[config.mk]
export PLATFORM = sky130hd
export DESIGN_NAME = tdm_slave_port
export DESIGN_NICKNAME = d
export VERILOG_FILES = /design/src/rtl/tdm_port_pkg.sv /design/src/rtl/tdm_in_sync.sv /design/src/rtl/tdm_slot_framer.sv /design/src/rtl/tdm_rx_path.sv /design/src/rtl/tdm_tx_path.sv /design/src/rtl/tdm_slave_port.sv
export SDC_FILE = /design/constraint.sdc
export NUM_CORES = 1
export LEC_CHECK = 0
export ABC_AREA = 1
export BUFFER_PORTS_ARGS = -buffer_cell sky130_fd_sc_hd__clkbuf_2
export CORE_MARGIN = 5
export CORE_UTILIZATION = 60
export DETAILED_ROUTE_END_ITERATION = 8
export GPL_TIMING_DRIVEN = 1
export PLACE_DENSITY = 0.91
export SLEW_MARGIN = 20
export SYNTH_ARGS = -nofsm -noshare
export SYNTH_HDL_FRONTEND = slang
export SYNTH_HIERARCHICAL = 1
export SYNTH_SLANG_ARGS = --single-unit
[constraint.sdc]
create_clock -name clk -period 3.45 [get_ports clk]
set_input_delay 0.1725 -clock clk [delete_from_list [all_inputs] [get_ports clk]]
set_output_delay 0.1725 -clock clk [all_outputs]
set_load 0.01 [all_outputs]
[src/rtl/tdm_port_pkg.sv]
package tdm_port_pkg;

  // Per-tick slot events produced by the frame tracker
  typedef struct packed {
    logic frame_start;  // accepted frame pulse, next bit is word 0 bit 0
    logic data_bit;     // this tick falls inside a data bit
    logic word_end;     // this tick is the last bit of a word
    logic frame_end;    // this tick is the last bit of the frame
    logic sync_err;     // frame pulse seen inside a frame, ignored
  } slot_evt_t;

endpackage

[src/rtl/tdm_in_sync.sv]
module tdm_in_sync #(
  parameter int STAGES = 2,
  parameter int W      = 3
) (
  input  logic         clk,
  input  logic         rst_n,
  input  logic [W-1:0] async_i,
  output logic [W-1:0] sync_o
);

  logic [W-1:0] stg_q [STAGES];

  genvar s;
  generate
    for (s = 0; s < STAGES; s++) begin : g_stage
      if (s == 0) begin : g_first
        always_ff @(posedge clk or negedge rst_n) begin
          if (!rst_n) stg_q[0] <= '0;
          else        stg_q[0] <= async_i;
        end
      end else begin : g_next
        always_ff @(posedge clk or negedge rst_n) begin
          if (!rst_n) stg_q[s] <= '0;
          else        stg_q[s] <= stg_q[s-1];
        end
      end
    end
  endgenerate

  assign sync_o = stg_q[STAGES-1];

endmodule

[src/rtl/tdm_slot_framer.sv]
module tdm_slot_framer
  import tdm_port_pkg::*;
#(
  parameter int WORD_W = 16,
  parameter int NUM_CH = 4
) (
  input  logic      clk,
  input  logic      rst_n,
  input  logic      en,
  input  logic      tick,   // bit-clock falling edge
  input  logic      fs,
  output slot_evt_t evt
);

  localparam int BIT_W = (WORD_W > 1) ? $clog2(WORD_W) : 1;
  localparam int CH_W  = (NUM_CH > 1) ? $clog2(NUM_CH) : 1;
  localparam logic [BIT_W-1:0] BIT_LAST = BIT_W'(WORD_W - 1);
  localparam logic [CH_W-1:0]  CH_LAST  = CH_W'(NUM_CH - 1);

  logic             active_q, active_d;
  logic             fs_prev_q, fs_prev_d;
  logic [BIT_W-1:0] bit_q, bit_d;
  logic [CH_W-1:0]  word_q, word_d;

  logic start, last_bit, last_word;

  assign start     = fs & ~fs_prev_q;
  assign last_bit  = (bit_q == BIT_LAST);
  assign last_word = (word_q == CH_LAST);

  always_comb begin
    active_d  = active_q;
    fs_prev_d = fs_prev_q;
    bit_d     = bit_q;
    word_d    = word_q;
    evt       = '0;
    if (tick) fs_prev_d = fs;
    if (!en) begin
      active_d = 1'b0;
      bit_d    = '0;
      word_d   = '0;
    end else if (tick) begin
      if (!active_q) begin
        if (start) begin
          active_d        = 1'b1;
          bit_d           = '0;
          word_d          = '0;
          evt.frame_start = 1'b1;
        end
      end else begin
        evt.data_bit  = 1'b1;
        evt.word_end  = last_bit;
        evt.frame_end = last_bit & last_word;
        if (last_bit && last_word) begin
          bit_d  = '0;
          word_d = '0;
          if (start) evt.frame_start = 1'b1;
          else       active_d        = 1'b0;
        end else begin
          evt.sync_err = start;
          if (last_bit) begin
            bit_d  = '0;
            word_d = word_q + 1'b1;
          end else begin
            bit_d  = bit_q + 1'b1;
          end
        end
      end
    end
  end

  always_ff @(posedge clk or negedge rst_n) begin
    if (!rst_n) begin
      active_q  <= 1'b0;
      fs_prev_q <= 1'b0;
      bit_q     <= '0;
      word_q    <= '0;
    end else begin
      active_q  <= active_d;
      fs_prev_q <= fs_prev_d;
      bit_q     <= bit_d;
      word_q    <= word_d;
    end
  end

  // a mid-frame pulse leaves the frame running
  a_r9_no_restart: assert property (@(posedge clk) disable iff (!rst_n)
    evt.sync_err |=> active_q);

  // a pulse on the final bit reopens the frame at word 0 bit 0
  a_r10_back_to_back: assert property (@(posedge clk) disable iff (!rst_n)
    (evt.frame_end && evt.frame_start) |=> (active_q && bit_q == '0 && word_q == '0));

endmodule

[src/rtl/tdm_rx_path.sv]
module tdm_rx_path
  import tdm_port_pkg::*;
#(
  parameter int WORD_W = 16,
  parameter int NUM_CH = 4
) (
  input  logic              clk,
  input  logic              rst_n,
  input  logic              en,
  input  logic              fall,
  input  logic              fs,
  input  logic              sdin,
  output logic [WORD_W-1:0] word,
  output logic              req,
  output logic              frame_evt,
  output logic              serr
);

  slot_evt_t evt;

  tdm_slot_framer #(.WORD_W(WORD_W), .NUM_CH(NUM_CH)) u_framer (
    .clk  (clk),
    .rst_n(rst_n),
    .en   (en),
    .tick (fall),
    .fs   (fs),
    .evt  (evt)
  );

  logic [WORD_W-1:0] sreg_q, sreg_d;
  logic [WORD_W-1:0] word_q, word_d;
  logic              req_q, frm_q;
  logic [WORD_W-1:0] shifted;

  assign shifted = {sreg_q[WORD_W-2:0], sdin};

  always_comb begin
    sreg_d = sreg_q;
    word_d = word_q;
    if (!en)               sreg_d = '0;
    else if (evt.data_bit) sreg_d = shifted;
    if (evt.word_end)      word_d = shifted;
  end

  always_ff @(posedge clk or negedge rst_n) begin
    if (!rst_n) begin
      sreg_q <= '0;
      word_q <= '0;
      req_q  <= 1'b0;
      frm_q  <= 1'b0;
    end else begin
      sreg_q <= sreg_d;
      word_q <= word_d;
      req_q  <= evt.word_end;
      frm_q  <= evt.frame_start;
    end
  end

  assign word      = word_q;
  assign req       = req_q;
  assign frame_evt = frm_q;
  assign serr      = evt.sync_err;

  // request strobes are single-cycle
  a_r4_req_single: assert property (@(posedge clk) disable iff (!rst_n)
    req |=> !req);

  // the final word of a frame is always delivered
  a_r4_frame_last_req: assert property (@(posedge clk) disable iff (!rst_n)
    evt.frame_end |=> req);

  // a disabled receiver raises no request
  a_r1_rx_quiet: assert property (@(posedge clk) disable iff (!rst_n)
    !en |=> !req);

endmodule

[src/rtl/tdm_tx_path.sv]
module tdm_tx_path
  import tdm_port_pkg::*;
#(
  parameter int WORD_W = 16,
  parameter int NUM_CH = 4
) (
  input  logic              clk,
  input  logic              rst_n,
  input  logic              en,
  input  logic              fall,
  input  logic              rise,
  input  logic              fs,
  input  logic              wr,
  input  logic [WORD_W-1:0] wdata,
  input  logic              err_clr,
  output logic              sdout,
  output logic              req,
  output logic              frame_evt,
  output logic              serr,
  output logic              underrun
);

  slot_evt_t evt;

  tdm_slot_framer #(.WORD_W(WORD_W), .NUM_CH(NUM_CH)) u_framer (
    .clk  (clk),
    .rst_n(rst_n),
    .en   (en),
    .tick (fall),
    .fs   (fs),
    .evt  (evt)
  );

  logic [WORD_W-1:0] hold_q, hold_d;
  logic [WORD_W-1:0] sreg_q, sreg_d;
  logic              full_q, full_d;
  logic              drive_q, drive_d;
  logic              ld_q, ld_d;
  logic              sh_q, sh_d;
  logic              stop_q, stop_d;
  logic              req_d, req_q;
  logic              frm_q;
  logic              urun_q, urun_set;

  always_comb begin
    hold_d   = hold_q;
    sreg_d   = sreg_q;
    full_d   = full_q;
    drive_d  = drive_q;
    ld_d     = ld_q;
    sh_d     = sh_q;
    stop_d   = stop_q;
    req_d    = 1'b0;
    urun_set = 1'b0;
    if (!en) begin
      hold_d  = '0;
      sreg_d  = '0;
      full_d  = 1'b0;
      drive_d = 1'b0;
      ld_d    = 1'b0;
      sh_d    = 1'b0;
      stop_d  = 1'b0;
    end else begin
      // decisions taken on the falling edge, carried out on the next rise
      if (evt.frame_start || (evt.word_end && !evt.frame_end)) ld_d   = 1'b1;
      else if (evt.frame_end)                                  stop_d = 1'b1;
      else if (evt.data_bit)                                   sh_d   = 1'b1;
      if (rise) begin
        if (ld_q) begin
          sreg_d   = full_q ? hold_q : '0;
          urun_set = ~full_q;
          full_d   = 1'b0;
          drive_d  = 1'b1;
          req_d    = 1'b1;
          ld_d     = 1'b0;
        end else if (sh_q) begin
          sreg_d = {sreg_q[WORD_W-2:0], 1'b0};
          sh_d   = 1'b0;
        end else if (stop_q) begin
          drive_d = 1'b0;
          stop_d  = 1'b0;
        end
      end
      if (wr) begin
        hold_d = wdata;
        full_d = 1'b1;
      end
    end
  end

  always_ff @(posedge clk or negedge rst_n) begin
    if (!rst_n) begin
      hold_q  <= '0;
      sreg_q  <= '0;
      full_q  <= 1'b0;
      drive_q <= 1'b0;
      ld_q    <= 1'b0;
      sh_q    <= 1'b0;
      stop_q  <= 1'b0;
      req_q   <= 1'b0;
      frm_q   <= 1'b0;
      urun_q  <= 1'b0;
    end else begin
      hold_q  <= hold_d;
      sreg_q  <= sreg_d;
      full_q  <= full_d;
      drive_q <= drive_d;
      ld_q    <= ld_d;
      sh_q    <= sh_d;
      stop_q  <= stop_d;
      req_q   <= req_d;
      frm_q   <= evt.frame_start;
      urun_q  <= (urun_q & ~err_clr) | urun_set;
    end
  end

  assign sdout     = drive_q & sreg_q[WORD_W-1];
  assign req       = req_q;
  assign frame_evt = frm_q;
  assign serr      = evt.sync_err;
  assign underrun  = urun_q;

  // a disabled transmitter holds its output low
  a_r1_tx_quiet: assert property (@(posedge clk) disable iff (!rst_n)
    !en |=> !sdout);

  // one load strobe per slot, never two in a row
  a_r6_req_single: assert property (@(posedge clk) disable iff (!rst_n)
    req |=> !req);

  // underrun flag holds until cleared
  a_r7_underrun_sticky: assert property (@(posedge clk) disable iff (!rst_n)
    (underrun && !err_clr) |=> underrun);

endmodule

[src/rtl/tdm_slave_port.sv]
module tdm_slave_port #(
  parameter int WORD_W      = 16,
  parameter int NUM_CH      = 4,
  parameter int RX_REG_W    = 32,
  parameter int SYNC_STAGES = 2
) (
  input  logic                clk,
  input  logic                rst_n,
  input  logic                bclk,
  input  logic                fsync,
  input  logic                din,
  input  logic                rx_en,
  input  logic                tx_en,
  input  logic                err_clr,
  input  logic                tx_wr,
  input  logic [WORD_W-1:0]   tx_wdata,
  output logic                dout,
  output logic [RX_REG_W-1:0] rx_data,
  output logic                rx_req,
  output logic                tx_req,
  output logic                rx_frame,
  output logic                tx_frame,
  output logic                sync_err,
  output logic                tx_underrun
);

  localparam int PAD_W = RX_REG_W - WORD_W;

  logic [2:0] pins_s;
  logic       bclk_s, fs_s, din_s;
  logic       bclk_prev_q;
  logic       bit_rise, bit_fall;

  tdm_in_sync #(.STAGES(SYNC_STAGES), .W(3)) u_sync (
    .clk    (clk),
    .rst_n  (rst_n),
    .async_i({bclk, fsync, din}),
    .sync_o (pins_s)
  );

  assign {bclk_s, fs_s, din_s} = pins_s;

  always_ff @(posedge clk or negedge rst_n) begin
    if (!rst_n) bclk_prev_q <= 1'b0;
    else        bclk_prev_q <= bclk_s;
  end

  assign bit_rise = bclk_s & ~bclk_prev_q;
  assign bit_fall = ~bclk_s & bclk_prev_q;

  logic [WORD_W-1:0] rx_word;
  logic              rx_serr, tx_serr;

  tdm_rx_path #(.WORD_W(WORD_W), .NUM_CH(NUM_CH)) u_rx (
    .clk      (clk),
    .rst_n    (rst_n),
    .en       (rx_en),
    .fall     (bit_fall),
    .fs       (fs_s),
    .sdin     (din_s),
    .word     (rx_word),
    .req      (rx_req),
    .frame_evt(rx_frame),
    .serr     (rx_serr)
  );

  tdm_tx_path #(.WORD_W(WORD_W), .NUM_CH(NUM_CH)) u_tx (
    .clk      (clk),
    .rst_n    (rst_n),
    .en       (tx_en),
    .fall     (bit_fall),
    .rise     (bit_rise),
    .fs       (fs_s),
    .wr       (tx_wr),
    .wdata    (tx_wdata),
    .err_clr  (err_clr),
    .sdout    (dout),
    .req      (tx_req),
    .frame_evt(tx_frame),
    .serr     (tx_serr),
    .underrun (tx_underrun)
  );

  generate
    if (PAD_W > 0) begin : g_pad
      assign rx_data = {{PAD_W{1'b0}}, rx_word};
    end else begin : g_nopad
      assign rx_data = rx_word[RX_REG_W-1:0];
    end
  endgenerate

  logic serr_q, serr_d;

  always_comb begin
    serr_d = serr_q;
    if (err_clr)           serr_d = 1'b0;
    if (rx_serr | tx_serr) serr_d = 1'b1;
  end

  always_ff @(posedge clk or negedge rst_n) begin
    if (!rst_n) serr_q <= 1'b0;
    else        serr_q <= serr_d;
  end

  assign sync_err = serr_q;

  // sync error holds until cleared
  a_r9_sync_sticky: assert property (@(posedge clk) disable iff (!rst_n)
    (sync_err && !err_clr) |=> sync_err);

  // frame events never repeat on consecutive clocks
  a_r8_frame_single: assert property (@(posedge clk) disable iff (!rst_n)
    rx_frame |=> !rx_frame);

endmodule

==> summary.txt, run 1 <==
STA
  • Fin crit share: ~59%
  • Worst slew pin tran: roughly 780 ps
  • Final Critical Period: 2020 ps
  • Max frequency: 495 MHz
  • Hold Fails Final Rpt: 0
  • Clock Skew: between 10 and 15 ps
  • Finish-stage setup viols: 0
  • Setup TNS: 0 ps
  • Rel. slew slack: approximately 48%
  • Max Transition Viols Final: 0
  • Worst hold slack: between 30 and 40 ps
  • RSZ-0062 raised after global routing: false

Floorplan
  • Die H: ~100 um
  • Die area: slightly below 10000 um2
  • Initial Utilization: between 60% and 70%
  • I/O pins: 64
  • Row Count: 32
  • Die W: 98.1 um
  • Core Box Area: ~7600 um2

Clock network
  • Total CTS buffers: 9
  • Clock sinks: 97
  • CTS tree: yes
  • Clock tree root driver cell: clkbuf_8
  • Worst-path clk slew: about 90 ps
  • Quantity of gates resized following cts: 0
  • Max H-tree Level: 3
  • Postcts setup bufs: 0
  • Clk Latency, worst-skew pair: between 300 and 400 ps
  • CTS Hold Bufs: 4
  • CTS Buffer Depth: 2

Critical path
  • Slowest cell on crit path: nor2_1
  • Worst setup SP type: flop
  • Crit path max fanout: 12
  • WS Path Type: flop to flop
  • Req. time, crit path: around 3700 ps
  • R2R Setup Slk: about 1400 ps
  • Endpoint type of the worst setup path: flop
  • Max incr delay on CP: 520 ps
  • Critical Path AT: approximately 2300 ps
  • Critical-path cell list: nor2_1 -> inv_1 -> nor4_1 -> o21ai_0 -> o21ai_0 -> inv_1

Placement
  • Detailed placer's ending HPWL: slightly above 6000 um
  • Gpl congestion: 0.843
  • I/O Buffers: between 40 and 50

Cells and area
  • Share of layout cells above drive strength 1: around 17%
  • Final net count: 633
  • ANT cells: 0
  • Synthesis-to-layout area growth: 8.24%

Routing
  • Detailed Route WL: between 9000 and 10000 um
  • Pre-antenna DRT Iters: 6
  • ANT nets after route: 0
  • Residual DRC: 1
  • Routed wire per std cell: 12.7 um
  • Vias: between 3000 and 4000
  • Initial DRC Count: around 260
  • Vias per cell: roughly 5.1

Global routing
  • GRT Overall Usage: 20.3%
  • Largest net degree at the start of global routing: 44
  • Vias in the first global route: ~3600
  • GRT Residual Overflow: 0
  • Initial antenna violation count: 0
  • First-pass GRT wire length: between 15000 and 20000 um

Flow run
  • # Max-Cap Violations: 0

Yosys
  • Mapped Cells: roughly 560
  • Post-synthesis average cell area: between 8 and 9 um2
  • Synth Cell Area: 4660 um2
  • Synthesis Warnings: 6

Pwr
  • Max IR drop VDD: ~0.21 mV
  • Cell Pwr Density: between 400 and 500 nW/um2
  • Leak Pwr: between 2 and 3 nW

Hold path
  • Worst hold path type: input port to flop

Status
  • Status: finished, violations left
  • Failing checks: DRC
[metrics by stage]
| step | util (%) | instance area (um2) | power (mW) | std cells | worst slack, ps |
|---|---|---|---|---|---|
| detailed placement | 63.1 | 4820 | 1.41 | 691 | 1540 |
| finish | 66.0 | 5040 | 2.06 | 711 | 1430 |
| CTS | 66.0 | 5040 | 2.09 | 711 | 1450 |
| global route | 66.0 | 5040 | 2.18 | 711 | 1150 |
| floorplan | - | 4720 | 1.36 | 578 | 1630 |
| global placement | 63.1 | 4820 | 1.40 | 691 | 1650 |
[sequential cells by signal, summed over array words and instances (netlist names), 2 cells and up]
signal	cells
u_tx/u_framer/bit_q	4
u_tx/u_framer/word_q	2
u_rx/u_framer/bit_q	4
u_tx/sreg_q	16
u_sync/stg_q	3
u_rx/word	16
u_sync/sync_o	3
u_rx/u_framer/word_q	2
u_tx/hold_q	16
u_rx/sreg_q	15
[layer usage]
metal	global-route usage, %	up-vias	wire (um)
met5	0	-	0
met4	7.35	0	131
met3	4.93	11	429
met2	33.8	88	4680
met1	25.9	1751	3820
li1	-	1796	-
[worst paths after layout]
check / depth (start not counted) / to / from
worst max-delay path: 6 / u_tx/ld_q$_DFF_PN0_ / u_sync/sync_o[2]$_DFF_PN0_
worst min-delay path: 2 / u_tx/underrun$_DFF_PN0_ / err_clr
worst max register to register: 6 / u_tx/ld_q$_DFF_PN0_ / u_sync/sync_o[2]$_DFF_PN0_
worst min register to register: 0 / u_sync/sync_o[1]$_DFF_PN0_ / u_sync/stg_q[4]$_DFF_PN0_
max in group asynchronous: 3 / u_tx/hold_q[2]$_DFFE_PN0P_ / rst_n
min in group asynchronous: 2 / u_sync/stg_q[3]$_DFF_PN0_ / rst_n
[layout make-up]
type | count | area [um2]
flip-flops and latches | 97 | 2430
multi-input cells | 360 | 1690
inverters | 81 | 312
fillers | 609 | 2600
repair buffers | 55 | 308
well taps | 102 | 128
clock inverters | 6 | 42.5
clock buffers | 10 | 138
[critical path, delay by kind of cell, from the launching register on]
kind            cells  cell delay (ps)
buf+inv             2              210
compound gates      2              330
flops               1              410
simple gates        2              950
[power breakdown]
part	internal (mW)	switching (mW)
Combinational	0.0561	0.137
Clock	0.284	0.386
Sequential	1.17	0.0280
Total	1.51	0.551
[layout by cell type, fill, tap and decap left out]
cell	n
nand2_1	185
dfrtp_1	97
inv_1	73
clkbuf_2	46
nand3_1	42
o21ai_0	38
conb_1	16
nor2_1	13
o21ai_1	12
nand4_1	11
clkbuf_8	10
nand3_2	10
nand2_2	9
inv_2	7
buf_4	5
dlygate4sd3_1	4
a21oi_1	4
ha_1	4
clkinv_2	3
nor2_2	3
inv_8	2
o211ai_1	2
nand3_4	2
nand3b_1	2
or2_2	2
clkinv_4	1
clkinvlp_4	1
nor3_2	1
o22ai_1	1
or2_1	1
nor3_1	1
nor4_1	1
Note: power is estimated with default switching activity, not from simulation.
==> inputs of run 2 (changes only) <==
--- a/config.mk
+++ b/config.mk
@@ -8,10 +8,10 @@
 export ABC_AREA = 1
 export BUFFER_PORTS_ARGS = -buffer_cell sky130_fd_sc_hd__clkbuf_2
 export CORE_MARGIN = 5
-export CORE_UTILIZATION = 60
+export CORE_UTILIZATION = 52
 export DETAILED_ROUTE_END_ITERATION = 8
 export GPL_TIMING_DRIVEN = 1
-export PLACE_DENSITY = 0.91
+export PLACE_DENSITY = 0.84
 export SLEW_MARGIN = 20
 export SYNTH_ARGS = -nofsm -noshare
 export SYNTH_HDL_FRONTEND = slang
==> constraint.sdc (replaced) <==
create_clock -name clk -period 1.77 [get_ports clk]
set_input_delay 0.0885 -clock clk [delete_from_list [all_inputs] [get_ports clk]]
set_output_delay 0.0885 -clock clk [all_outputs]
set_load 0.01 [all_outputs]
==> run 2 against run 1 <==
Net effect: clock skew decreased by 1.4 ps; maximum frequency is 33% higher; total power increased by 100%; worst hold slack improved by 67 ps; utilization shrank 5.0 points; largest cell class unchanged; the flow now finishes without violations; global-route usage decreased by 2.4 points; routed wire length is 1.1% higher; sequential cell count unchanged.
==> summary.txt, run 2 (same netlist as run 1, synthesis figures left out) <==
Clock network
  • Worst-path clk slew: around 100 ps
  • Clock tree root driver cell: clkbuf_8
  • CTS Buffer Depth: 2
  • Postcts setup bufs: 0
  • Clock sinks: 97
  • Max H-tree Level: 3
  • CTS tree: yes
  • Clk Latency, worst-skew pair: about 370 ps
  • Total CTS buffers: 9

Cells and area
  • Synthesis-to-layout area growth: 14.0%
  • ANT cells: 0
  • Commonest non-fill, non-tap cell in the layout: nand2_1
  • Final net count: approximately 660
  • Share of layout cells above drive strength 1: between 10% and 20%
  • Commonest cells after routing, fill and taps aside: nand2_1 (185), dfrtp_1 (97), inv_1 (73), clkbuf_2 (46), nand3_1 (42)
  • Layout Cells excl Fill: 740

Hold path
  • Hold path depth: 3
  • Worst hold path type: input port to flop
  • Hold path startpoint: rx_en

STA
  • Rel. slew slack: around three fifths
  • Hold Fails Final Rpt: 0
  • Worst slew pin tran: about 620 ps
  • Final Critical Period: between 1500 and 2000 ps
  • Clock Skew: around 12 ps
  • Max Transition Viols Final: 0
  • Fin crit share: between 80 and 90%
  • Fin worst setup slack: around 260 ps
  • Max frequency: about 660 MHz
  • Finish-stage setup viols: 0
  • RSZ-0062 raised after global routing: false
  • Setup TNS: 0 ps

Global routing
  • Initial antenna violation count: 0
  • GRT Overall Usage: approximately 18%
  • Largest net degree at the start of global routing: 98
  • Vias in the first global route: around 3800
  • GRT Residual Overflow: 0
  • First-pass GRT wire length: 16600 um

Pwr
  • Max IR drop VDD: around 0.57 mV
  • Cell Pwr Density: roughly 780 nW/um2
  • Leak Pwr: roughly 2.9 nW

Routing
  • Residual DRC: 0
  • Pre-antenna DRT Iters: 5
  • Vias: 3659
  • Routed wire per std cell: ~12 um
  • Vias per cell: 4.94
  • Initial DRC Count: 180
  • ANT nets after route: 0
  • Detailed Route WL: between 9000 and 10000 um

Floorplan
  • I/O pins: 64
  • Die H: roughly 100 um
  • Core Box Area: 8720 um2
  • Die area: approximately 11000 um2
  • Die W: around 100 um
  • Initial Utilization: 53.4%
  • Row Count: 34

Critical path
  • CP startpoint: u_tx/u_framer/bit_q[0]$_DFFE_PN0P_
  • WS Path Type: flop to flop
  • Crit path buf inv count: 1
  • Crit path max fanout: 5
  • Req. time, crit path: 2030 ps
  • Worst setup SP type: flop
  • Max incr delay on CP: 390 ps
  • Worst-case reg-to-reg path depth: 6
  • Endpoint type of the worst setup path: flop
  • Critical Path AT: 1770 ps
  • Most used cell, CP: o21ai_0
  • Levels on crit path: 6
  • Critical-path cell list: ha_1 -> nand4_1 -> nor4_2 -> o21ai_0 -> o21ai_0 -> inv_1
  • CP top delay family: simple AND/OR/NAND/NOR gates
  • RR Startpoint: u_tx/u_framer/bit_q[0]$_DFFE_PN0P_
  • Slowest cell on crit path: dfrtp_1

Placement
  • Placed cell count: about 700
  • Detailed placer's ending HPWL: ~6000 um
  • Gpl congestion: ~0.81
  • I/O Buffers: between 40 and 50
  • Pre-CTS setup slack: 227 ps

Flow run
  • # Max-Cap Violations: 0

Status
  • Status: completed
run 2: changes by cell type in the layout (fill, tap and decap cells not counted), sizes merged:
cell	before	now
inv	82	86
buf	5	11
dlygate4sd3	4	21
clkinv	4	1
clkbuf	56	55
run 2: worst paths after layout:
check | end | slack (ps)
min reg2reg | u_sync/sync_o[2]$_DFF_PN0_ | 360
max in group asynchronous | u_tx/sreg_q[3]$_DFFE_PN0P_ | 1070
max reg2reg | u_tx/ld_q$_DFF_PN0_ | 260
max | u_tx/ld_q$_DFF_PN0_ | 260
min | u_rx/u_framer/bit_q[0]$_DFFE_PN0P_ | 100
min in group asynchronous | u_rx/u_framer/word_q[1]$_DFFE_PN0P_ | 300
run 2: repair_timing:
item	CTS	global route
endpoints found under the hold margin	118	0
setup endpoints to repair	0	1
hold buffers	21	0
resized for setup	0	1
run 2: where the power goes:
part           internal [mW]  total [mW]  switching (mW)
Clock                  0.553        1.40           0.847
Combinational          0.145       0.428           0.283
Sequential              2.28        2.33          0.0486
run 2: stage by stage:
| stage | util (%) | power [mW] | area [um2] | hold WS [ps] |
|---|---|---|---|---|
| 6_report | 60.9 | 4.16 | 5310 | 105 |
| 4_1_cts | 60.8 | 4.20 | 5310 | 99.1 |
| 5_1_grt | 60.9 | 4.37 | 5310 | 170 |
| 2_1_floorplan | - | 2.65 | 4720 | -207 |
| 3_3_place_gp | 56.2 | 2.74 | 4900 | 183 |
| 3_5_place_dp | 56.2 | 2.76 | 4900 | 189 |
run 2: worst register-to-register path: cells and delay by family (launching register included):
| family | cells | cell delay (ps) |
|---|---|---|
| simple gates | 2 | 470 |
| compound gates | 2 | 280 |
| flops | 1 | 390 |
| fa+ha+maj | 1 | 230 |
| buf+inv | 1 | 50 |
run 2: final cells by class:
cell class,count,area [um2]
Fill cell,746,3410
Sequential cell,97,2430
Multi-Input combinational cell,360,1700
Timing Repair Buffer,78,548
Inverter,81,312
Tap cell,108,135
Clock buffer,9,124
Clock inverter,7,67.6
run 2: layer usage:
| metal | GRT usage (%) | wire length, um |
|---|---|---|
| met4 | 7.40 | 171 |
| met1 | 22.9 | 4060 |
| met2 | 30.2 | 4510 |
| met5 | 0 | 0 |
| met3 | 2.84 | 409 |
